--- src/rtl/dbuck_pkg.sv ---
package dbuck_pkg;
  typedef enum logic [1:0] {
    PH_IDLE  = 2'd0,
    PH_POS   = 2'd1,
    PH_NEG   = 2'd2,
    PH_BLANK = 2'd3
  } phase_e;
endpackage

--- src/rtl/dbuck_carrier.sv ---
module dbuck_carrier #(
  parameter int PERIOD = 500,
  localparam int CNT_W = $clog2(PERIOD)
) (
  input  logic             clk_i,
  input  logic             rst_ni,
  output logic [CNT_W-1:0] cnt_o,
  output logic             last_o
);
  logic [CNT_W-1:0] cnt_q;

  assign last_o = (cnt_q == CNT_W'(PERIOD - 1));
  assign cnt_o  = cnt_q;

  always_ff @(posedge clk_i or negedge rst_ni) begin
    if (!rst_ni)     cnt_q <= '0;
    else if (last_o) cnt_q <= '0;
    else             cnt_q <= cnt_q + 1'b1;
  end

  // counter stays inside the period
  a_r2_cnt_range: assert property (@(posedge clk_i) disable iff (!rst_ni)
    cnt_q <= CNT_W'(PERIOD - 1));
endmodule

--- src/rtl/dbuck_polarity.sv ---
module dbuck_polarity #(
  parameter int REF_W = 12,
  parameter int HYST  = 4
) (
  input  logic                    clk_i,
  input  logic                    rst_ni,
  input  logic signed [REF_W-1:0] iref_i,
  output logic                    pos_o
);
  localparam logic signed [REF_W-1:0] BAND = REF_W'(HYST);

  logic above, below;
  assign above = (iref_i > BAND);
  assign below = (iref_i < -BAND);

  always_ff @(posedge clk_i or negedge rst_ni) begin
    if (!rst_ni)    pos_o <= 1'b1;
    else if (above) pos_o <= 1'b1;
    else if (below) pos_o <= 1'b0;
  end

  // inside the band the flag is held
  a_r7_band_hold: assert property (@(posedge clk_i) disable iff (!rst_ni)
    (iref_i <= BAND && iref_i >= -BAND) |=> $stable(pos_o));
endmodule

--- src/rtl/dbuck_phase_fsm.sv ---
module dbuck_phase_fsm
  import dbuck_pkg::*;
(
  input  logic   clk_i,
  input  logic   rst_ni,
  input  logic   run_i,
  input  logic   last_i,
  input  logic   pos_i,
  output phase_e phase_o
);
  phase_e phase_q, phase_d;

  always_comb begin
    phase_d = phase_q;
    if (!run_i) begin
      phase_d = PH_IDLE;
    end else if (last_i) begin
      unique case (phase_q)
        PH_IDLE:  phase_d = pos_i ? PH_POS : PH_NEG;
        PH_POS:   phase_d = pos_i ? PH_POS : PH_BLANK;
        PH_NEG:   phase_d = pos_i ? PH_BLANK : PH_NEG;
        PH_BLANK: phase_d = pos_i ? PH_POS : PH_NEG;
        default:  phase_d = PH_IDLE;
      endcase
    end
  end

  always_ff @(posedge clk_i or negedge rst_ni) begin
    if (!rst_ni) phase_q <= PH_IDLE;
    else         phase_q <= phase_d;
  end

  assign phase_o = phase_q;

  // no direct flip between the stages
  a_r6_no_direct_flip: assert property (@(posedge clk_i) disable iff (!rst_ni)
    (phase_q == PH_POS) |=> (phase_q != PH_NEG));
  a_r6_no_direct_flip_n: assert property (@(posedge clk_i) disable iff (!rst_ni)
    (phase_q == PH_NEG) |=> (phase_q != PH_POS));
  // phase moves only at the boundary while running
  a_r6_boundary_only: assert property (@(posedge clk_i) disable iff (!rst_ni)
    (run_i && !last_i) |=> $stable(phase_q));
endmodule

--- src/rtl/dbuck_gate_seq.sv ---
module dbuck_gate_seq
  import dbuck_pkg::*;
#(
  parameter int PERIOD = 500,
  parameter int DUTY_W = 9,
  parameter int REF_W  = 12,
  parameter int HYST   = 4
) (
  input  logic                    clk_i,
  input  logic                    rst_ni,
  input  logic                    en_i,
  input  logic                    fault_i,
  input  logic [DUTY_W-1:0]       duty_i,
  input  logic signed [REF_W-1:0] iref_i,
  output logic                    gate_p_hf_o,
  output logic                    gate_p_lf_o,
  output logic                    gate_n_hf_o,
  output logic                    gate_n_lf_o,
  output logic [1:0]              phase_o
);
  localparam int CNT_W = $clog2(PERIOD);
  localparam int CMP_W = (DUTY_W > CNT_W) ? DUTY_W : CNT_W;
  localparam logic [DUTY_W-1:0] DUTY_MAX = DUTY_W'(PERIOD);

  logic [CNT_W-1:0]  cnt;
  logic              last;
  logic              pos;
  logic              run;
  logic              lock_q;
  logic [DUTY_W-1:0] duty_q;
  logic              hf_on;
  logic              blank;
  phase_e            phase;

  dbuck_carrier #(.PERIOD(PERIOD)) u_carrier (
    .clk_i (clk_i),
    .rst_ni(rst_ni),
    .cnt_o (cnt),
    .last_o(last)
  );

  dbuck_polarity #(.REF_W(REF_W), .HYST(HYST)) u_pol (
    .clk_i (clk_i),
    .rst_ni(rst_ni),
    .iref_i(iref_i),
    .pos_o (pos)
  );

  // lock holds after a fault until enable drops with the fault gone
  always_ff @(posedge clk_i or negedge rst_ni) begin
    if (!rst_ni)                lock_q <= 1'b0;
    else if (fault_i)           lock_q <= 1'b1;
    else if (!en_i)             lock_q <= 1'b0;
  end

  assign run = en_i & ~fault_i & ~lock_q;

  dbuck_phase_fsm u_fsm (
    .clk_i  (clk_i),
    .rst_ni (rst_ni),
    .run_i  (run),
    .last_i (last),
    .pos_i  (pos),
    .phase_o(phase)
  );

  always_ff @(posedge clk_i or negedge rst_ni) begin
    if (!rst_ni)   duty_q <= '0;
    else if (last) duty_q <= (duty_i > DUTY_MAX) ? DUTY_MAX : duty_i;
  end

  assign hf_on = (CMP_W'(cnt) < CMP_W'(duty_q));
  assign blank = fault_i | lock_q;

  assign gate_p_lf_o = ~blank & (phase == PH_POS);
  assign gate_n_lf_o = ~blank & (phase == PH_NEG);
  assign gate_p_hf_o = ~blank & (phase == PH_POS) & hf_on;
  assign gate_n_hf_o = ~blank & (phase == PH_NEG) & hf_on;
  assign phase_o     = phase;

  // stages mutually exclusive
  a_r9_stage_excl: assert property (@(posedge clk_i) disable iff (!rst_ni)
    !((gate_p_hf_o | gate_p_lf_o) & (gate_n_hf_o | gate_n_lf_o)));
  // fast switch only with its slow switch
  a_r9_hf_needs_lf: assert property (@(posedge clk_i) disable iff (!rst_ni)
    (gate_p_hf_o |-> gate_p_lf_o) and (gate_n_hf_o |-> gate_n_lf_o));
  // latched duty never exceeds the period
  a_r5_duty_cap: assert property (@(posedge clk_i) disable iff (!rst_ni)
    duty_q <= DUTY_MAX);
  // a fault returns the sequencer to idle
  a_r8_fault_idle: assert property (@(posedge clk_i) disable iff (!rst_ni)
    fault_i |=> (phase == PH_IDLE));
endmodule

--- config.mk ---
export PLATFORM = sky130hd
export DESIGN_NAME = dbuck_gate_seq
export DESIGN_NICKNAME = d
export VERILOG_FILES = /design/src/rtl/dbuck_pkg.sv /design/src/rtl/dbuck_carrier.sv /design/src/rtl/dbuck_polarity.sv /design/src/rtl/dbuck_phase_fsm.sv /design/src/rtl/dbuck_gate_seq.sv
export SDC_FILE = /design/constraint.sdc
export NUM_CORES = 1
export LEC_CHECK = 0
export CAP_MARGIN = 20
export CORE_MARGIN = 2
export CORE_UTILIZATION = 30
export DETAILED_ROUTE_END_ITERATION = 10
export DONT_BUFFER_PORTS = 1
export SLEW_MARGIN = 10
export SYNTH_ARGS = -nofsm -noshare
export SYNTH_HDL_FRONTEND = slang
export SYNTH_SLANG_ARGS = --single-unit
--- constraint.sdc ---
create_clock -name clk_i -period 1.8 [get_ports clk_i]
set_clock_uncertainty 0.2 [all_clocks]
set_input_delay 0.54 -clock clk_i [delete_from_list [all_inputs] [get_ports clk_i]]
set_output_delay 0.54 -clock clk_i [all_outputs]
set_load 0.03 [all_outputs]
==> summary by stage <==
Status
The flow ran to the end, but the final reports show violations. The final reports fail on setup timing.

Worst setup path
The number of cells on the worst reg-to-reg path is 4. In this run the number of cells on the critical path is 6. The maximum fanout along the worst path is 2.

The stage delay of the slowest cell on the critical path is 390 ps. For the worst setup path, the data arrival time is 1660 ps. On the critical path, the stage with the largest delay is an instance of dfrtp_1.

The buffer and inverter count on the worst path is 1. The critical path launch point type is a register. Data on the critical path is required at its endpoint by 1060 ps. In this design, the largest share of critical-path delay is due to flip-flops.

The element type at the critical path end is an output port. The start-to-end type of the worst setup path is reg2out. Walking the worst path, the cells encountered are ha_1 > nand2_1 > nor2_1 > o2bb2ai_2 > nor3b_4 > buf_12.

Layout
The area growth from synthesis to layout is 47.18%. The share of layout cells above drive strength 1 is 0.4000. The net count reported at finish is 208. Fill cells in the final layout number 380. The number of antenna cells inserted is 0. After routing the design area is 1862 um2.

Job
The max-capacitance violation count is 0.

Clocking
In this run the number of H-tree levels came out at 1. The clock network latency to the later pin of the worst-skew pair is about 260 ps. The clock root buffer master is clkbuf_8. TritonCTS built the clock tree.

The longest clock path from root to sink contains 2 buffers. The clock-pin slew reported for the worst setup and hold paths after clock tree synthesis is 80 ps. The number of buffers created by CTS is 3. The number of clock sinks is 22.

Die
The die footprint is 4752 um2. The die is a little under 70 um wide. Pin placement for this block handled 31 I/O pins. The die is approximately 69 um tall.

For this configuration, the core starts out at a cell density of 0.3140. Row generation in the floorplan step produced 23 rows. The placeable core region is around 4000 um2.

Drt
Before antenna repair, the detailed router went through 4 iterations. After detailed routing, the average wire length per cell comes to 14.31 um. In this run, the number of DRC markers left after iteration 0 of detailed routing was 20.

The via count normalized by instance count is 4.959. The post-detailed-route DRC marker count is 0. The detailed-route wire length is 3148 um. The count of nets left with antenna violations once routing finished came out at 0.

Across all layers, the routed design uses 1091 vias.

Timing
The actual transition at the worst max-transition pin is 407.6 ps. The post-layout worst setup margin is -604.8 ps. The total count of hold-check failures in the final report is 0. The final critical path time including I/O delays and setup is 2405 ps.

Setup repair after global routing could not meet its margin everywhere. The final clock period utilization by the worst path is 1.336. The max-slew violation count is 0. The maximum clock rate is between 0.4 and 0.5 GHz. The setup-violating endpoint count in the final report is 5. The worst slew margin relative to its limit is 0.7264.

Logic synthesis
Synthesis instantiated 36 different standard cells from the library. After synthesis the netlist holds a flip-flop and latch count of 22. The leading cell type by number of instances after synthesis is dfrtp_1.

In the synthesized netlist the dominant register cell turns out to be dfrtp_1. Of all cell types, the one taking the most synthesized area is dfrtp_1. In the synthesized netlist the async set-or-reset flop fraction comes to 1.000. The portion of synthesized cell area occupied by the leading cell type is 0.4154. Yosys printed 0 warnings. Synthesis produced a netlist with a net count of 168. In this run the mean area of a mapped cell was between 9 and 10 um2.

The number of instances in the synthesized netlist is 131. The portion of the post-synthesis area used by sequential elements is 0.4362. Yosys attributes the largest share of cell area to dfrtp_1 42%, ha_1 12%, nand2_1 4.7%, inv_1 3.3%, a21oi_1 3.2%. The commonest cells after synthesis are 21 x dfrtp_1, 16 x nand2_1, 12 x ha_1. In this run the cell area of the synthesized design comes to 1265 um2. The number of enable-type register cells in the synthesized netlist is 0.

Global route
The number of global-route vias before repair is 1144. Entering global routing, the biggest net connects 23 pins. The first-pass GRT wire length is 4795 um. For this run, the total global-route usage over all layers was measured as 0.1412.

For this run the aggregate overflow at the end of global routing stands at 0. The number of antenna violations at the first check in global routing is 0.

Hold path
The hold path depth is 1. The worst hold path class is in2reg.

Place
The wire-length estimate of the detail-placed layout is 2332 um. The instance area at placement is 1607 um2. Routability-driven placement finished with a final weighted congestion of 0.8431. The count of buffers added on input and output ports is 0.

Pwr
The share of total power dissipated in the clock network is 0.454. The share of total power consumed by net switching is 0.1912. Cell internal power was estimated by the tool at between 0.0008 and 0.0009 W. The total net switching power is 0.0001946 W.

Of the total power, registers draw 0.498. The peak ir drop on the vdd network is 0.0004051 V. The leakage power is 0.8007 nW. After layout, the design draws a total of 0.001018 W. In this run the power density over the cells is approximately 550 nW/um2. The combinational share of power is 0.048.
-- area by class of cell --
cell class,count,area (um2),area share
Sequential cell,22,554.3,0.2977
Inverter,11,41.29,0.02218
Clock buffer,3,41.29,0.02218
Clock inverter,1,30.03,0.01613
Multi-Input combinational cell,96,805.8,0.4328
Tap cell,50,62.56,0.03360
Timing Repair Buffer,37,326.6,0.1754
-- cell usage in the layout, fill, tap and decap left out, types with 3 or more instances in the layout --
cell	Yosys	final
dfrtp_1	21	19
o21ai_0	5	3
a21oi_1	8	6
nand4_1	3	3
inv_2	0	5
buf_6	2	7
clkbuf_8	0	3
inv_1	11	6
ha_1	12	5
ha_4	0	7
o21ai_1	8	10
nand2_1	16	16
buf_4	0	27
nor2_1	9	9
-- metal layers --
| layer | GRT usage | vias to the layer above | routed length (um) |
|---|---|---|---|
| met5 | 0 | - | 0 |
| met4 | 0.04412 | 0 | 35 |
| met3 | 0.03247 | 2 | 152 |
| li1 | - | 544 | - |
| met2 | 0.2584 | 33 | 1596 |
| met1 | 0.1616 | 512 | 1363 |
-- sequential cells by signal, summed over array words and instances, names as in the netlist --
register	cells
u_fsm.phase_o	2
lock_q	1
u_pol.pos_o	1
u_carrier.cnt_o	9
duty_q	9
-- kinds of logic (layout without fill, tap and decap cells) --
logic type      after synthesis  after routing  synth area share
buf+inv                      13             52           0.05044
mux                           1              1           0.01187
compound gates               34             34            0.1652
xor+xnor                      4              4           0.02770
simple gates                 45             45            0.1899
fa+ha+maj                    12             12            0.1187
flops                        22             22            0.4362
-- stage by stage --
step | setup slack, ps | utilization | TNS (ps) | cells | hold WS (ps)
after global routing | -696.3 | 0.4621 | -1893 | 220 | 163.1
final | -604.8 | 0.4621 | -1618 | 220 | 169.2
after CTS | -618.0 | 0.4512 | -1770 | 219 | 166.5
after detailed placement | -404.8 | 0.3988 | -847.7 | 210 | 45.28
after global placement | -366.4 | 0.3988 | -744.9 | 210 | 45.49
after floorplan | -460.0 | - | -827.2 | 131 | 44.41
-- power groups by stage --
stage	combinational, W	clock (W)	sequential (W)
after global placement	0.0000282	0	0.000516
after CTS	0.0000459	0.000466	0.000507
after detailed placement	0.0000298	0	0.000516
after global routing	0.0000550	0.000489	0.000507
after floorplan	0.0000188	0	0.000515
final	0.0000487	0.000462	0.000507
-- path summary, 6_finish.rpt --
path | start | endpoint | slack [ps]
max in group asynchronous | rst_ni | u_pol.pos_o$_DFFE_PN1P_ | 550
max reg2reg | u_carrier.cnt_o[2]$_DFF_PN0_ | duty_q[3]$_DFFE_PN0N_ | -10
min reg2reg | duty_q[5]$_DFFE_PN0N_ | duty_q[5]$_DFFE_PN0N_ | 330
min in group asynchronous | rst_ni | u_carrier.cnt_o[7]$_DFF_PN0_ | 370
min | fault_i | lock_q$_DFFE_PN0P_ | 170
max | u_carrier.cnt_o[4]$_DFF_PN0_ | gate_n_hf_o | -600
-- repair_timing --
item | in CTS | in global routing
buffers inserted | 4 | 0
hold buffers | 1 | 0
setup endpoints to repair | 5 | 11
gates cloned | 0 | 0
resized for setup | 17 | 8
hold endpoints to repair | 22 | 0
pin swaps | 10 | 3
Note: power is estimated with default switching activity, not from simulation.
